$ cat config.mk
export PLATFORM = sky130hd
export DESIGN_NAME = misc_ctrl_regs
export DESIGN_NICKNAME = d
export VERILOG_FILES = /design/src/rtl/misc_ctrl_pkg.sv /design/src/rtl/misc_ctrl_decode.sv /design/src/rtl/misc_ctrl_byte_reg.sv /design/src/rtl/misc_ctrl_pwrfail.sv /design/src/rtl/misc_ctrl_sysctl.sv /design/src/rtl/misc_ctrl_regs.sv
export SDC_FILE = /design/constraint.sdc
export NUM_CORES = 1
export LEC_CHECK = 0
export ABC_AREA = 1
export BUFFER_PORTS_ARGS = -buffer_cell sky130_fd_sc_hd__buf_4
export CORE_AREA = 2 2 63 110
export DETAILED_ROUTE_END_ITERATION = 6
export DIE_AREA = 0 0 65 112
export GPL_ROUTABILITY_DRIVEN = 0
export MAX_ROUTING_LAYER = met4
export PLACE_DENSITY = 0.57
export SLEW_MARGIN = 20
export SYNTH_ARGS = -nofsm -noshare
export SYNTH_HDL_FRONTEND = slang
export SYNTH_SLANG_ARGS = --single-unit
export TNS_END_PERCENT = 50
$ cat constraint.sdc
create_clock -name clk -period 3.1 [get_ports clk]
set_input_delay 0.93 -clock clk [delete_from_list [all_inputs] [get_ports clk]]
set_output_delay 0.93 -clock clk [all_outputs]
set_load 0.01 [all_outputs]
$ cat src/rtl/misc_ctrl_pkg.sv
package misc_ctrl_pkg;
    localparam int DATA_W = 8;
    localparam int ADDR_W = 28;
    localparam int SEL_HI = 27;
    localparam int SEL_LO = 16;
    localparam int SEL_W  = SEL_HI - SEL_LO + 1;

    typedef logic [SEL_W-1:0]  sel_t;
    typedef logic [DATA_W-1:0] byte_t;

    localparam sel_t OFS_CFG   = 12'h180;
    localparam sel_t OFS_AUX1  = 12'h190;
    localparam sel_t OFS_AUX2  = 12'h191;
    localparam sel_t OFS_DIAG  = 12'h1A0;
    localparam sel_t OFS_MCTRL = 12'h1B0;
    localparam sel_t OFS_SYS   = 12'h1F0;
    localparam sel_t OFS_PWR   = 12'hA00;

    // config bit that enables the power-fail interrupt
    localparam int PF_EN_BIT = 3;
    // value loaded into system control when a reset is requested
    localparam byte_t SYS_RESET_MARK = 8'h02;

    typedef enum logic [2:0] {
        RS_NONE  = 3'd0,
        RS_CFG   = 3'd1,
        RS_AUX1  = 3'd2,
        RS_AUX2  = 3'd3,
        RS_DIAG  = 3'd4,
        RS_MCTRL = 3'd5,
        RS_SYS   = 3'd6,
        RS_PWR   = 3'd7
    } regsel_e;

    localparam int NUM_SEL = 8;

    typedef struct packed {
        logic pend;   // power-fail pending, hardware set
        logic halt;   // shutdown trigger, software written
    } aux2_t;

    function automatic regsel_e decode_sel(input sel_t s);
        case (s)
            OFS_CFG:   return RS_CFG;
            OFS_AUX1:  return RS_AUX1;
            OFS_AUX2:  return RS_AUX2;
            OFS_DIAG:  return RS_DIAG;
            OFS_MCTRL: return RS_MCTRL;
            OFS_SYS:   return RS_SYS;
            OFS_PWR:   return RS_PWR;
            default:   return RS_NONE;
        endcase
    endfunction

    function automatic byte_t aux2_view(input aux2_t a);
        return {5'b0, a.pend, 1'b0, a.halt};
    endfunction
endpackage

$ cat src/rtl/misc_ctrl_decode.sv
module misc_ctrl_decode
    import misc_ctrl_pkg::*;
(
    input  logic [ADDR_W-1:0]  addr,
    input  logic               wr_en,
    output regsel_e            sel,
    output logic [NUM_SEL-1:0] wr_hit
);
    assign sel = decode_sel(addr[SEL_HI:SEL_LO]);

    for (genvar i = 0; i < NUM_SEL; i++) begin : g_hit
        assign wr_hit[i] = wr_en && (sel == regsel_e'(i));
    end
endmodule

$ cat src/rtl/misc_ctrl_byte_reg.sv
module misc_ctrl_byte_reg #(
    parameter int W        = 8,
    parameter bit SOFT_CLR = 1'b1
) (
    input  logic         clk,
    input  logic         por,
    input  logic         rst,
    input  logic         we,
    input  logic [W-1:0] d,
    output logic [W-1:0] q
);
    logic clr;

    if (SOFT_CLR) begin : g_soft
        assign clr = por | rst;
    end else begin : g_hard
        assign clr = por;
    end

    always_ff @(posedge clk) begin
        if (clr)
            q <= '0;
        else if (we)
            q <= d;
    end
endmodule

$ cat src/rtl/misc_ctrl_pwrfail.sv
module misc_ctrl_pwrfail
    import misc_ctrl_pkg::*;
(
    input  logic       clk,
    input  logic       por,
    input  logic       rst,
    input  logic       pwr_failing,
    input  logic       pf_en,
    input  logic       wr,
    input  logic [1:0] wbits,
    output aux2_t      state,
    output logic       irq,
    output logic       shutdown_req
);
    logic fail_d;
    logic fail_chg;

    assign fail_chg = fail_d != pwr_failing;

    always_ff @(posedge clk) begin
        if (por || rst) begin
            fail_d       <= 1'b0;
            state        <= '0;
            shutdown_req <= 1'b0;
        end else begin
            fail_d       <= pwr_failing;
            shutdown_req <= wr && wbits[0];
            if (wr)
                state.halt <= wbits[0];
            // a level change on the input outranks a software clear
            if (fail_chg)
                state.pend <= pwr_failing & pf_en;
            else if (wr && wbits[1])
                state.pend <= 1'b0;
        end
    end

    assign irq = state.pend & pf_en;
endmodule

$ cat src/rtl/misc_ctrl_sysctl.sv
module misc_ctrl_sysctl
    import misc_ctrl_pkg::*;
(
    input  logic  clk,
    input  logic  por,
    input  logic  rst,
    input  logic  wr,
    input  logic  trig,
    output byte_t q,
    output logic  reset_req
);
    always_ff @(posedge clk) begin
        if (por)
            q <= '0;
        else if (wr && trig)
            q <= SYS_RESET_MARK;
    end

    always_ff @(posedge clk) begin
        if (por || rst)
            reset_req <= 1'b0;
        else
            reset_req <= wr && trig;
    end
endmodule

$ cat src/rtl/misc_ctrl_regs.sv
module misc_ctrl_regs
    import misc_ctrl_pkg::*;
(
    input  logic              clk,
    input  logic              por,
    input  logic              rst,
    input  logic [ADDR_W-1:0] addr,
    input  logic              wr_en,
    input  logic              rd_en,
    input  logic [DATA_W-1:0] wdata,
    output logic [DATA_W-1:0] rdata,
    input  logic              pwr_failing,
    output logic              irq,
    output logic              shutdown_req,
    output logic              reset_req
);
    regsel_e            sel;
    logic [NUM_SEL-1:0] wr_hit;
    byte_t              cfg_q, aux1_q, diag_q, mctrl_q, sys_q;
    aux2_t              aux2_q;

    misc_ctrl_decode u_dec (
        .addr   (addr),
        .wr_en  (wr_en),
        .sel    (sel),
        .wr_hit (wr_hit)
    );

    misc_ctrl_byte_reg #(.W(DATA_W), .SOFT_CLR(1'b1)) u_cfg (
        .clk(clk), .por(por), .rst(rst),
        .we(wr_hit[RS_CFG]), .d(wdata), .q(cfg_q)
    );

    misc_ctrl_byte_reg #(.W(DATA_W), .SOFT_CLR(1'b1)) u_aux1 (
        .clk(clk), .por(por), .rst(rst),
        .we(wr_hit[RS_AUX1]), .d(wdata), .q(aux1_q)
    );

    misc_ctrl_byte_reg #(.W(DATA_W), .SOFT_CLR(1'b0)) u_diag (
        .clk(clk), .por(por), .rst(rst),
        .we(wr_hit[RS_DIAG]), .d(wdata), .q(diag_q)
    );

    misc_ctrl_byte_reg #(.W(DATA_W), .SOFT_CLR(1'b1)) u_mctrl (
        .clk(clk), .por(por), .rst(rst),
        .we(wr_hit[RS_MCTRL]), .d(wdata), .q(mctrl_q)
    );

    misc_ctrl_pwrfail u_pf (
        .clk          (clk),
        .por          (por),
        .rst          (rst),
        .pwr_failing  (pwr_failing),
        .pf_en        (cfg_q[PF_EN_BIT]),
        .wr           (wr_hit[RS_AUX2]),
        .wbits        (wdata[1:0]),
        .state        (aux2_q),
        .irq          (irq),
        .shutdown_req (shutdown_req)
    );

    misc_ctrl_sysctl u_sys (
        .clk       (clk),
        .por       (por),
        .rst       (rst),
        .wr        (wr_hit[RS_SYS]),
        .trig      (wdata[0]),
        .q         (sys_q),
        .reset_req (reset_req)
    );

    always_comb begin
        rdata = '0;
        if (rd_en) begin
            case (sel)
                RS_CFG:   rdata = cfg_q;
                RS_AUX1:  rdata = aux1_q;
                RS_AUX2:  rdata = aux2_view(aux2_q);
                RS_DIAG:  rdata = diag_q;
                RS_MCTRL: rdata = mctrl_q;
                RS_SYS:   rdata = sys_q;
                default:  rdata = '0;
            endcase
        end
    end
endmodule

==> summary.md, run 1 <==
| Metric | Value |
|---|---|
| Result of the run | complete, but fails checks |
| Failing checks | setup timing |
| Fin crit period | 3.28 ns |
| Layout net count | 411 |
| Via/cell ratio | 4.80 |
| Min-Delay Path Class | reg -> reg |
| Root buffer cell | clkbuf_16 |
| Hold WS | about 0.45 ns |
| RSZ-0062 raised after global routing | true |
| Comb power frac | 9.5% |
| DP Area | 2720 um^2 |
| Via count | 2168 |
| Leakage power | 1.30 nW |
| Cells after Synth | between 300 and 400 |
| Core Area | 6390 um^2 |
| Main synth FF type | dfxtp_1 |
| Clock Path Buffers | 2 |
| Largest net degree at the start of global routing | 21 |
| CP Max Fanout | 3 |
| Die height | 112 um |
| Post-synthesis sequential area ratio | 34.7% |
| Final setup vio count | 8 |
| Total wire length after detailed routing | 6.20 mm |
| YS warnings | 0 |
| DRT iter0 DRCs | 102 |
| Worst setup EP type | primary output |
| DR pass1 iterations | 4 |
| CTS Hold Bufs | 0 |
| Startpoint Class | primary input |
| Vias in the first global route | 2120 |
| Int Pwr | 853 uW |
| Post-route ant nets | 0 |
| Initial antenna violation count | 0 |
| Post-synth ARST share | 0% |
| Clk slew on worst S/H paths | 0.06 ns |
| Synthesized area per cell | 7.27 um^2 |
| TritonCTS buffer count | 5 |
| Diode count | 0 |
| DIE WIDTH | 65 um |
| Post-synthesis register bit count | 38 |
| Setup_tns | -1.24 ns |
| Synth cell types | 28 |
| Worst endpoint required time | 2.17 ns |
| Non-Filler Instances | 452 |
| Sw frac | 23.2% |
| CTS tree | built |
| Rel. slew slack | 67.5% |
| Share of cells above drive strength 1 | 41.1% |
| Fin Clk Skew | 0.000432 ns |
| Slew Limit Fails | 0 |
| Post-DP HPWL | 4.53 mm |
| P per Cell Area | 353 nW/um^2 |
| Grt total ovfl | 0 |
| Residual DRC | 0 |
| Worst EP arrival | 2.35 ns |
| Area Growth Syn to Fin | 43.8% |
| Sequential power share | 44.0% |
| Clk_lat worst skew | 0.28 ns |
| Final-report hold violation count | 0 |
| GRT Total Usage | 18.9% |
| DP Worst Slack | -0.291 ns |
| Post-route cell area | 3150 um^2 |
| First-pass GRT wire length | slightly above 10 mm |
| Post-synth EDFFs | 0 |
| Critical path class | in -> out |
| Wire per inst | between 10 and 15 um |
| # placed instances | 435 |
| CTS Sinks | 38 |
| Tightest Pin Transition | roughly 0.48 ns |
| H-tree depth | 2 |
| # rows | 39 |
| Sw Pwr | 258 uW |
| Most frequent cells in the layout | nor2_1 (53), buf_4 (53), dfxtp_1 (38), inv_1 (31), nand2_1 (25) |
| FILL cells | between 600 and 700 |
| Max Cap Violations | 0 |
| Clk network pwr share | 46.5% |
| Final period utilization | 106% |
| Die area | between 7000 and 8000 um^2 |
| Fmax | slightly above 300 MHz |
| Synth Cell Area | 2190 um^2 |
| Initial Util | 34.3% |
| Max VDD drop | 0.208 mV |
| Port Buffer Count | 36 |
| Mapped Nets | 343 |
| Boundary pin count | 53 |
| Setup slack after layout | -0.183 ns |
[path summary, 6_finish.rpt]
| path | startpoint | endpoint | slack, ns | depth (start not counted) |
|---|---|---|---|---|
| worst max register to register | u_pf.state[1] | u_pf.state[1] | 2.26 | 4 |
| worst min-delay path | u_cfg.q[2] | u_cfg.q[2] | 0.45 | 2 |
| worst max-delay path | addr[25] | rdata[0] | -0.18 | 13 |
| worst min register to register | u_cfg.q[2] | u_cfg.q[2] | 0.45 | 2 |
[per-layer routing]
metal  vias up  track usage (%)  wire, um
li1       1101                -         -
met1      1012             19.5      2300
met2        46             34.6      3540
met3         9             2.93       184
met4         0             7.66       173
met5         -                -         0
[per-stage QoR]
step	power (mW)	utilization, %
after floorplan	0.536	-
after global placement	0.591	42.5
after detailed placement	0.592	42.5
after global routing	1.15	49.3
final	1.11	49.3
after CTS	1.11	46.6
[final cells by class]
class	count	area, um^2	share of cell area, %
Clock buffer	7	143	4.53
Clock inverter	1	5.00	0.159
Inverter	44	180	5.72
Multi-Input combinational cell	216	1400	44.3
Sequential cell	38	761	24.2
Tap cell	82	103	3.26
Timing Repair Buffer	64	562	17.8
[registers in the layout, indices dropped and copies added (netlist names)]
signal and cells:
u_sys.reset_req 1, u_mctrl.q 8, u_pf.fail_d 1, u_cfg.q 8, u_pf.state 2, u_aux1.q 8
u_diag.q 8, u_sys.q 1, u_pf.shutdown_req 1
[synthesized netlist by cell type, types with 5 or more instances]
master | instances | area (um^2)
nand3_4 | 5 | 87.6
nor2_4 | 7 | 78.8
inv_2 | 7 | 26.3
nor2_2 | 10 | 62.6
a211oi_1 | 8 | 60.1
inv_1 | 34 | 128
nor3_1 | 9 | 45.0
dfxtp_1 | 38 | 761
nand2_4 | 5 | 56.3
nor2_1 | 63 | 236
o21ai_0 | 19 | 95.1
nand3_1 | 19 | 95.1
o21ai_1 | 9 | 45.0
a21oi_1 | 12 | 60.1
nand2_1 | 31 | 116
[power by group through the flow]
stage,sequential [mW],combinational (mW),clock [mW]
floorplan,0.500,0.0364,0
global placement,0.500,0.0910,0
detailed placement,0.500,0.0918,0
CTS,0.489,0.0982,0.521
global route,0.489,0.115,0.549
finish,0.489,0.105,0.517
[worst max-delay path: stages]
cell,delay (ns)
buf_6,0.10
inv_4,0.05
nand2_4,0.05
nor2_4,0.20
buf_6,0.13
nand2_4,0.05
nor2_4,0.16
nand3_4,0.11
o21a_1,0.22
nand3_2,0.06
nor2_1,0.05
nor2_2,0.11
buf_4,0.13
[cell families (layout without fill, tap and decap cells)]
logic type      Yosys count  in the layout  share of synthesized area, %
simple gates            162            163                          42.9
buf+inv                  48            116                          8.63
flops                    38             38                          34.7
compound gates           53             53                          13.7
[what timing repair did]
action,CTS,global route
endpoints found under the hold margin,0,0
resized for setup,21,34
cloned,1,1
buffers inserted,4,3
setup endpoints to repair,8,8
pin swaps,16,17
Note: power is estimated with default switching activity, not from simulation.
==> inputs of run 2 (changes only) <==
--- a/config.mk
+++ b/config.mk
@@ -8,6 +8,7 @@
 export ABC_AREA = 1
 export BUFFER_PORTS_ARGS = -buffer_cell sky130_fd_sc_hd__buf_4
 export CORE_AREA = 2 2 63 110
+export CTS_BUF_LIST = sky130_fd_sc_hd__clkbuf_16
 export DETAILED_ROUTE_END_ITERATION = 6
 export DIE_AREA = 0 0 65 112
 export GPL_ROUTABILITY_DRIVEN = 0
==> run 2 against run 1 <==
- sequential share of layout area increased by 0.12 points
- non-clock buffer count stayed put
- utilization shrank 0.23 points
- critical path type unchanged
- clock power down 6.0%
- clock skew about the same
- final area fell by 0.48%
- total power decreased by 2.7%
- fmax down 0.17%
- first-iteration DRC count grew 2.0%
- the run still ends with setup timing left
- die area unchanged
==> summary.md, run 2 (synthesized netlist as in run 1, its figures left out) <==
| Metric | Value |
|---|---|
| Result of the run | complete, but fails checks |
| Failing checks | setup timing |
| Worst endpoint required time | 2.17 ns |
| Layout net count | just over 400 |
| RSZ-0062 raised after global routing | true |
| Worst setup EP type | primary output |
| First-pass GRT wire length | between 10 and 15 mm |
| Critical path class | in -> out |
| Slew Limit Fails | 0 |
| Hold WS | 0.451 ns |
| Largest net degree at the start of global routing | 21 |
| Rel. slew slack | between 60% and 70% |
| TritonCTS buffer count | 5 |
| Final-report hold violation count | 0 |
| H-tree depth | 2 |
| Setup slack after layout | -0.189 ns |
| CTS Hold Bufs | 0 |
| DP Worst Slack | -0.291 ns |
| Core Area | 6390 um^2 |
| # rows | 39 |
| Leakage power | about 1.3 nW |
| Total Power | 1.08 mW |
| Initial Util | 34.3% |
| Final period utilization | 106% |
| Die height | roughly 110 um |
| Fmax | between 300 and 400 MHz |
| Root buffer cell | clkbuf_16 |
| P per Cell Area | 345 nW/um^2 |
| Max VDD drop | 0.200 mV |
| Wire per inst | 13.7 um |
| DIE WIDTH | 65 um |
| Post-route cell area | 3130 um^2 |
| Worst EP arrival | 2.36 ns |
| Die area | 7280 um^2 |
| Clock Path Buffers | 2 |
| Post-DP HPWL | 4.53 mm |
| Via/cell ratio | 4.79 |
| Final setup vio count | 8 |
| Fin crit period | 3.29 ns |
| Startpoint Class | primary input |
| Initial antenna violation count | 0 |
| GRT Total Usage | 18.9% |
| Area Growth Syn to Fin | 43.1% |
| Grt total ovfl | 0 |
| CTS tree | built |
| CP Max Fanout | 3 |
| Vias in the first global route | approximately 2100 |
| Residual DRC | 0 |
| Tightest Pin Transition | 0.484 ns |
| Clk_lat worst skew | approximately 0.28 ns |
| Port Buffer Count | 36 |
| Min-Delay Path Class | reg -> reg |
| CTS Sinks | 38 |
| Boundary pin count | 53 |
| Diode count | 0 |
| DP Area | 2720 um^2 |
| Clk slew on worst S/H paths | 0.06 ns |
| Fin Clk Skew | about 0.00046 ns |
| Most frequent cells in the layout | nor2_1 (53), buf_4 (53), dfxtp_1 (38), inv_1 (32), nand2_1 (25) |
| Post-route ant nets | 0 |
| DRT iter0 DRCs | roughly 100 |
| DR pass1 iterations | 4 |
| Total wire length after detailed routing | 6.17 mm |
| Max Cap Violations | 0 |
| Via count | 2166 |
| Share of cells above drive strength 1 | 40.5% |
run 2: cell types whose count changed in the layout (fill, tap and decap cells not counted), sizes merged:
| cell | change |
|---|---|
| clkbuf | -2 |
| clkinv | +1 |
| inv | +1 |
run 2: repair_timing:
item,CTS,global route
gates resized for setup,21,33
pin swaps,16,17
buffers inserted,4,3
setup endpoints to repair,8,8
gates cloned,1,1
run 2: path summary, 6_finish.rpt:
| kind | cells past startpoint | from | endpoint | slack [ns] |
|---|---|---|---|---|
| setup / recovery | 13 | addr[25] | rdata[0] | -0.19 |
| hold reg to reg | 2 | u_cfg.q[2] | u_cfg.q[2] | 0.45 |
| setup reg to reg | 4 | u_pf.fail_d | u_pf.state[1] | 2.26 |
| hold / removal | 2 | u_cfg.q[2] | u_cfg.q[2] | 0.45 |
run 2: metal layers:
| metal | vias to the layer above | wire length, um | global-route usage [%] |
|---|---|---|---|
| li1 | 1104 | - | - |
| met1 | 1003 | 2210 | 19.5 |
| met2 | 48 | 3550 | 34.4 |
| met3 | 11 | 208 | 2.93 |
| met4 | 0 | 206 | 8.37 |
| met5 | - | 0 | - |
run 2: critical path, stage by stage:
cell and delay [ns]:
buf_6 0.10, inv_4 0.05, nand2_4 0.05, nor2_4 0.20, buf_6 0.13, nand2_4 0.05, nor2_4 0.16, nand3_4 0.11
o21a_1 0.23, nand3_2 0.06, nor2_1 0.05, nor2_2 0.11, buf_4 0.13
run 2: where the power goes:
| group | internal, mW | total [mW] | switching [mW] |
|---|---|---|---|
| sequential | 0.489 | 0.489 | 0.000338 |
| combinational | 0.0451 | 0.105 | 0.0602 |
| clock | 0.291 | 0.486 | 0.196 |
run 2: per-stage QoR:
stage / cells / TNS [ns] / utilization, %
after global routing: 452 / -1.89 / 49.0
final: 452 / -1.25 / 49.0
after global placement: 435 / -1.83 / 42.5
after floorplan: 301 / 0 / -
after detailed placement: 435 / -2.12 / 42.5
after CTS: 448 / -1.25 / 46.4
run 2: cell type report:
cell class	instances	area (um^2)
Tap cell	82	103
Clock inverter	3	12.5
Sequential cell	38	761
Multi-Input combinational cell	216	1390
Clock buffer	5	125
Inverter	44	180
Timing Repair Buffer	64	562
Fill cell	665	3260
